[config.mk]
export PLATFORM = sky130hd
export DESIGN_NAME = ecc_page_acc
export DESIGN_NICKNAME = d
export VERILOG_FILES = /design/src/rtl/ecc_page_pkg.sv /design/src/rtl/ecc_line_acc.sv /design/src/rtl/ecc_col_acc.sv /design/src/rtl/ecc_code_fmt.sv /design/src/rtl/ecc_page_acc.sv
export SDC_FILE = /design/constraint.sdc
export NUM_CORES = 1
export LEC_CHECK = 0
export BUFFER_PORTS_ARGS = -buffer_cell sky130_fd_sc_hd__clkbuf_2
export CAP_MARGIN = 40
export CORE_UTILIZATION = 53
export DETAILED_ROUTE_END_ITERATION = 12
export PLACE_DENSITY = 0.83
export SYNTH_ARGS = -nofsm -noshare
export SYNTH_HDL_FRONTEND = slang
export SYNTH_SLANG_ARGS = --single-unit
[constraint.sdc]
create_clock -name clk_i -period 2.2 [get_ports clk_i]
set_input_delay 0.33 -clock clk_i [delete_from_list [all_inputs] [get_ports clk_i]]
set_output_delay 0.33 -clock clk_i [all_outputs]
set_load 0.05 [all_outputs]
[src/rtl/ecc_page_pkg.sv]
package ecc_page_pkg;
  localparam int unsigned DATA_W      = 8;
  localparam int unsigned CHUNK_BYTES = 256;
  localparam int unsigned ECC_W       = 32;
  localparam int unsigned CODE_W      = 24;
  localparam int unsigned ADDR_W      = $clog2(CHUNK_BYTES);
  localparam int unsigned BIT_W       = $clog2(DATA_W);
  localparam int unsigned LINE_W      = 2 * ADDR_W - 1;
  localparam int unsigned COL_W       = 2 * BIT_W;
  typedef logic [ECC_W-1:0] ecc_word_t;
endpackage

[src/rtl/ecc_line_acc.sv]
module ecc_line_acc #(
  parameter int unsigned CHUNK_BYTES = ecc_page_pkg::CHUNK_BYTES,
  parameter int unsigned DATA_W      = ecc_page_pkg::DATA_W,
  localparam int unsigned ADDR_W     = $clog2(CHUNK_BYTES),
  localparam int unsigned LINE_W     = 2 * ADDR_W - 1
) (
  input  logic              clk_i,
  input  logic              rst_ni,
  input  logic              take_i,
  input  logic              clr_i,
  input  logic [DATA_W-1:0] byte_i,
  output logic              last_o,
  output logic [LINE_W-1:0] line_next_o
);
  localparam logic [ADDR_W-1:0] LAST_ADDR = ADDR_W'(CHUNK_BYTES - 1);

  logic [ADDR_W-1:0] cnt_q;
  logic [LINE_W-1:0] line_q, contrib;
  logic              bpar;

  assign bpar = ^byte_i;

  generate
    for (genvar k = 0; k < ADDR_W - 1; k++) begin : g_pair
      assign contrib[2*k]   = bpar & ~cnt_q[k];
      assign contrib[2*k+1] = bpar &  cnt_q[k];
    end
  endgenerate
  // top address bit keeps only its odd half
  assign contrib[LINE_W-1] = bpar & cnt_q[ADDR_W-1];

  assign line_next_o = line_q ^ contrib;
  assign last_o      = take_i && (cnt_q == LAST_ADDR);

  always_ff @(posedge clk_i or negedge rst_ni) begin
    if (!rst_ni) begin
      cnt_q  <= '0;
      line_q <= '0;
    end else if (clr_i) begin
      cnt_q  <= '0;
      line_q <= '0;
    end else if (take_i) begin
      cnt_q  <= cnt_q + 1'b1;
      line_q <= last_o ? '0 : line_next_o;
    end
  end

  AST_CNT_IDLE: assert property (@(posedge clk_i) disable iff (!rst_ni)
    (!take_i && !clr_i) |=> $stable(cnt_q));
  AST_CLR_RESTART: assert property (@(posedge clk_i) disable iff (!rst_ni)
    clr_i |=> (cnt_q == '0 && line_q == '0));
  AST_CHUNK_WRAP: assert property (@(posedge clk_i) disable iff (!rst_ni)
    (last_o && !clr_i) |=> (cnt_q == '0 && line_q == '0));
endmodule

[src/rtl/ecc_col_acc.sv]
module ecc_col_acc #(
  parameter int unsigned DATA_W = ecc_page_pkg::DATA_W,
  localparam int unsigned BIT_W = $clog2(DATA_W),
  localparam int unsigned COL_W = 2 * BIT_W
) (
  input  logic              clk_i,
  input  logic              rst_ni,
  input  logic              take_i,
  input  logic              last_i,
  input  logic              clr_i,
  input  logic [DATA_W-1:0] byte_i,
  output logic [COL_W-1:0]  col_next_o
);
  logic [COL_W-1:0] col_q, contrib;

  generate
    for (genvar j = 0; j < BIT_W; j++) begin : g_sel
      logic [DATA_W-1:0] hi_mask;
      for (genvar i = 0; i < DATA_W; i++) begin : g_bit
        assign hi_mask[i] = ((i >> j) & 1) == 1;
      end
      assign contrib[2*j]   = ^(byte_i & ~hi_mask);
      assign contrib[2*j+1] = ^(byte_i &  hi_mask);
    end
  endgenerate

  assign col_next_o = col_q ^ contrib;

  always_ff @(posedge clk_i or negedge rst_ni) begin
    if (!rst_ni)     col_q <= '0;
    else if (clr_i)  col_q <= '0;
    else if (take_i) col_q <= last_i ? '0 : col_next_o;
  end

  AST_COL_IDLE: assert property (@(posedge clk_i) disable iff (!rst_ni)
    (!take_i && !clr_i) |=> $stable(col_q));
endmodule

[src/rtl/ecc_code_fmt.sv]
module ecc_code_fmt #(
  parameter int unsigned ECC_W  = ecc_page_pkg::ECC_W,
  parameter int unsigned CODE_W = ecc_page_pkg::CODE_W
) (
  input  logic [ECC_W-1:0]  ecc_i,
  output logic [CODE_W-1:0] code_o
);
  logic [CODE_W-1:0] shifted;
  assign shifted = {ecc_i[CODE_W-3:0], 2'b00};
  assign code_o  = ~shifted;
endmodule

[src/rtl/ecc_page_acc.sv]
module ecc_page_acc
  import ecc_page_pkg::*;
(
  input  logic              clk_i,
  input  logic              rst_ni,
  input  logic              ecc_en_i,
  input  logic              ecc_clr_i,
  input  logic              byte_vld_i,
  input  logic [DATA_W-1:0] byte_i,
  output logic [ECC_W-1:0]  ecc_o,
  output logic              ecc_vld_o,
  output logic [CODE_W-1:0] code_o
);
  logic              take, last;
  logic [LINE_W-1:0] line_next;
  logic [COL_W-1:0]  col_next;
  ecc_word_t         packed_w, ecc_q;
  logic              vld_q;

  assign take = byte_vld_i & ecc_en_i & ~ecc_clr_i;

  ecc_line_acc #(.CHUNK_BYTES(CHUNK_BYTES), .DATA_W(DATA_W)) u_line (
    .clk_i, .rst_ni, .take_i(take), .clr_i(ecc_clr_i), .byte_i,
    .last_o(last), .line_next_o(line_next)
  );

  ecc_col_acc #(.DATA_W(DATA_W)) u_col (
    .clk_i, .rst_ni, .take_i(take), .last_i(last), .clr_i(ecc_clr_i), .byte_i,
    .col_next_o(col_next)
  );

  always_comb begin
    packed_w = '0;
    packed_w[COL_W +: LINE_W] = line_next;
    packed_w[COL_W-1:0]       = col_next;
  end

  always_ff @(posedge clk_i or negedge rst_ni) begin
    if (!rst_ni) begin
      ecc_q <= '0;
      vld_q <= 1'b0;
    end else begin
      vld_q <= last;
      if (ecc_clr_i) ecc_q <= '0;
      else if (last) ecc_q <= packed_w;
    end
  end

  assign ecc_o     = ecc_q;
  assign ecc_vld_o = vld_q;

  ecc_code_fmt #(.ECC_W(ECC_W), .CODE_W(CODE_W)) u_fmt (
    .ecc_i(ecc_q), .code_o
  );

  AST_VLD_PULSE: assert property (@(posedge clk_i) disable iff (!rst_ni)
    ecc_vld_o |=> !ecc_vld_o);
  AST_ECC_HOLD: assert property (@(posedge clk_i) disable iff (!rst_ni)
    (!last && !ecc_clr_i) |=> $stable(ecc_o));
  AST_CLR_ECC: assert property (@(posedge clk_i) disable iff (!rst_ni)
    ecc_clr_i |=> (ecc_o == '0 && !ecc_vld_o));
  AST_HI_ZERO: assert property (@(posedge clk_i) disable iff (!rst_ni)
    ecc_o[ECC_W-1:COL_W+LINE_W] == '0);
endmodule

==> results_dict.tcl <==
set metrics [dict create \
    final_common_cell "clkbuf_2" \
    p_switching_uw 810 \
    synth_cell_types 38 \
    drv_cap 0 \
    hpwl_mm 4.38 \
    drc 0 \
    fin_crit_sh 0.904 \
    vias_per_cell 5.52 \
    num_rows 25 \
    avgSynthCellArea_um2 9.44 \
    critPathCaptureType "flop" \
    crit_slowest_cell "dfrtp_1" \
    rr_worst_depth 7 \
    die_w_um 74.4 \
    status "finished clean" \
    yosysTopAreaCell "dfrtp_1" \
    clkTransAtPathRegs_ns 0.09 \
    htree_levels 2 \
    setup_viol 0 \
    fmax_mhz 503 \
    combPwrFrac 0.284 \
    initial_utilization 0.569 \
    dpl_cell_area_um2 3180 \
    path_delay_family "simple AND/OR/NAND/NOR gates" \
    diodes 0 \
    drtIter0Drc 124 \
    portBuffers 55 \
    cts_sinks 51 \
    power_per_cell_area_nw_per_um2 700 \
    dieHeight_um 74.4 \
    synth-seq-area-share 0.460 \
    place_ws_ns 0.0452 \
    pwr-share-clk 0.257 \
    grt_max_degree 34 \
    yosys_warnings 0 \
    skew_ns 0.00491 \
    slew_viol_final 0 \
    grtUsageTotal 0.255 \
    cts_buffers 5 \
    ios 70 \
    ir_drop_mv 0.411 \
    cp_num_cells 7 \
    ctsResizeCount 0 \
    fin_tns_setup_ns 0 \
    first_pass_iters 4 \
    critPathArrivalTime_ns 2.23 \
    syn2layout_area_growth_pct 18.0 \
    pwr-share-seq 0.459 \
    final_net_count 367 \
    critPathLaunchType "flop" \
    grt_overflow 0 \
    core_region_area_um2 4880 \
    hold_class "in -> async" \
    r2r_setup_slack_ns 0.21 \
    worstPathCellList "ha_1 -> and4_1 -> nand4b_1 -> clkinv_1 -> buf_4 -> nor2_1 -> a22o_1" \
    grt_pass1_wl_mm 10.7 \
    rr_endpoint "u_col.col_q[1]$_DFFE_PN0P_" \
    grt_pass1_vias 2367 \
    fin_ws_ns 0.211 \
    synth_seq_cells 51 \
    holdBufCountCts 0 \
    finish.instance_area_um2 3280 \
    netlist_area_um2 2780 \
    drive_gt1_frac 0.257 \
    layout_common_cells "clkbuf_2 (55), dfrtp_1 (51), nand2_1 (24)" \
    synth_cells 294 \
    totalWireLength_mm 6.12 \
    cts.path.max_buffers 2 \
    required_ns 2.44 \
    timing.rr.start "u_line.cnt_q[0]$_DFFE_PN0P_" \
    slew_headroom 0.562 \
    p_leak_nw 1.48 \
    antenna_found_initial 0 \
    period_needed_ns 1.99 \
    tritoncts "built" \
    worst_pin_slew_ns 0.657 \
    place_congestion 0.801 \
    critical_path_class "reg -> reg" \
    crit_path_max_fanout 13 \
    vias 2325 \
    cts_setup_buffers 0 \
    netSwitchingFraction 0.353 \
    die_area_um2 5530 \
    yosys-top-cells-area "dfrtp_1 (46%), xnor2_1 (5.4%), o311ai_0 (4.4%)" \
    cp_slowest_stage_delay_ns 0.39 \
    clock_latency_ns 0.30 \
    rsz0062_at_grt "no" \
    critPathBufInv 2 \
    p_int_mw 1.48 \
    hold_violations 0 \
    cts-root-buf "clkbuf_8" \
    wl_per_cell_um 14.5 \
    antenna_left 0 \
    synth_top_cell_area_share 0.460 \
]
==> worst max-delay path by stage <==
stage | startpoint | to | slack [ns]
floorplan | byte_i[2] | u_line.line_q[8]$_DFFE_PN0P_ | 0.24
global placement | byte_i[2] | u_line.line_q[3]$_DFFE_PN0P_ | 0.17
detailed placement | byte_i[2] | u_line.line_q[2]$_DFFE_PN0P_ | 0.05
CTS | u_line.cnt_q[0]$_DFFE_PN0P_ | u_col.col_q[1]$_DFFE_PN0P_ | 0.21
global route | u_line.cnt_q[0]$_DFFE_PN0P_ | u_col.col_q[1]$_DFFE_PN0P_ | 0.08
finish | u_line.cnt_q[0]$_DFFE_PN0P_ | u_col.col_q[1]$_DFFE_PN0P_ | 0.21
==> cells by family (layout without fill, tap and decap cells) <==
family	count (synthesis)	in the layout	synth area share
xor gates and xnor gates	26	26	0.0820
other	2	14	0.00270
buffers and inverters	60	108	0.105
AOI/OAI and AO/OA	63	63	0.175
muxes	4	4	0.0149
DFF	51	51	0.460
adders and majority gates	1	1	0.00451
and+or+nand+nor	87	87	0.156
==> power groups by stage <==
stage	Clock (mW)	Combinational [mW]	Sequential, mW
3_5_place_dp	0	0.651	1.07
3_3_place_gp	0	0.632	1.06
2_1_floorplan	0	0.414	1.13
5_1_grt	0.631	0.701	1.06
4_1_cts	0.601	0.653	1.05
6_report	0.589	0.650	1.05
==> through the flow <==
step | util | hold slack (ns) | total power [mW] | cells
after floorplan | - | 0.0344 | 1.54 | 306
after global placement | 0.651 | 0.379 | 1.70 | 413
after detailed placement | 0.651 | 0.393 | 1.72 | 413
after CTS | 0.671 | 0.0619 | 2.30 | 421
after global routing | 0.671 | 0.0754 | 2.39 | 421
final | 0.671 | 0.0440 | 2.29 | 421
==> per-layer routing <==
layer,vias up,global-route usage,routed length (um)
li1,1119,-,-
met1,1131,0.320,2600
met2,67,0.440,3160
met3,8,0.0474,294
met4,0,0.0901,71
met5,-,0,0
==> final cells by class <==
cell class	count	area, um^2
inverter	24	90.1
fill	403	1600
timing repair buffer	76	458
clock buffer	8	100
multi-input combinational	195	1270
tap	67	83.8
sequential	51	1280
==> sequential cells by signal, summed over array words and instances, names as in the netlist <==
name and count:
u_line.line_q 15, u_line.cnt_q 8, u_col.col_q 6, ecc_vld_o 1, ecc_o 21
==> worst reg2reg max path: stages (launching register included) <==
cell and delay, ns:
dfrtp_1 0.39, ha_1 0.23, and4_1 0.23, nand4b_1 0.13, clkinv_1 0.21, buf_4 0.25
nor2_1 0.30, a22o_1 0.19
==> synthesized netlist by cell type (all sizes together) <==
cell type / count
xnor2: 17
a21oi: 5
o211ai: 6
nand2: 24
nor2: 16
nand4b: 1
xor2: 9
inv: 23
nand2b: 7
mux2: 1
and4: 2
and3: 2
nand4: 3
o31ai: 20
or4: 1
dfrtp: 51
conb: 2
mux2i: 3
and2: 1
o311ai: 14
a311o: 3
ha: 1
clkinv: 1
a31oi: 1
nor4: 2
or3: 11
a22oi: 1
nand3: 12
o21ai: 9
buf: 22
nor3: 4
a22o: 4
or2: 1
clkbuf: 14
(Power assumes the default switching activity.)
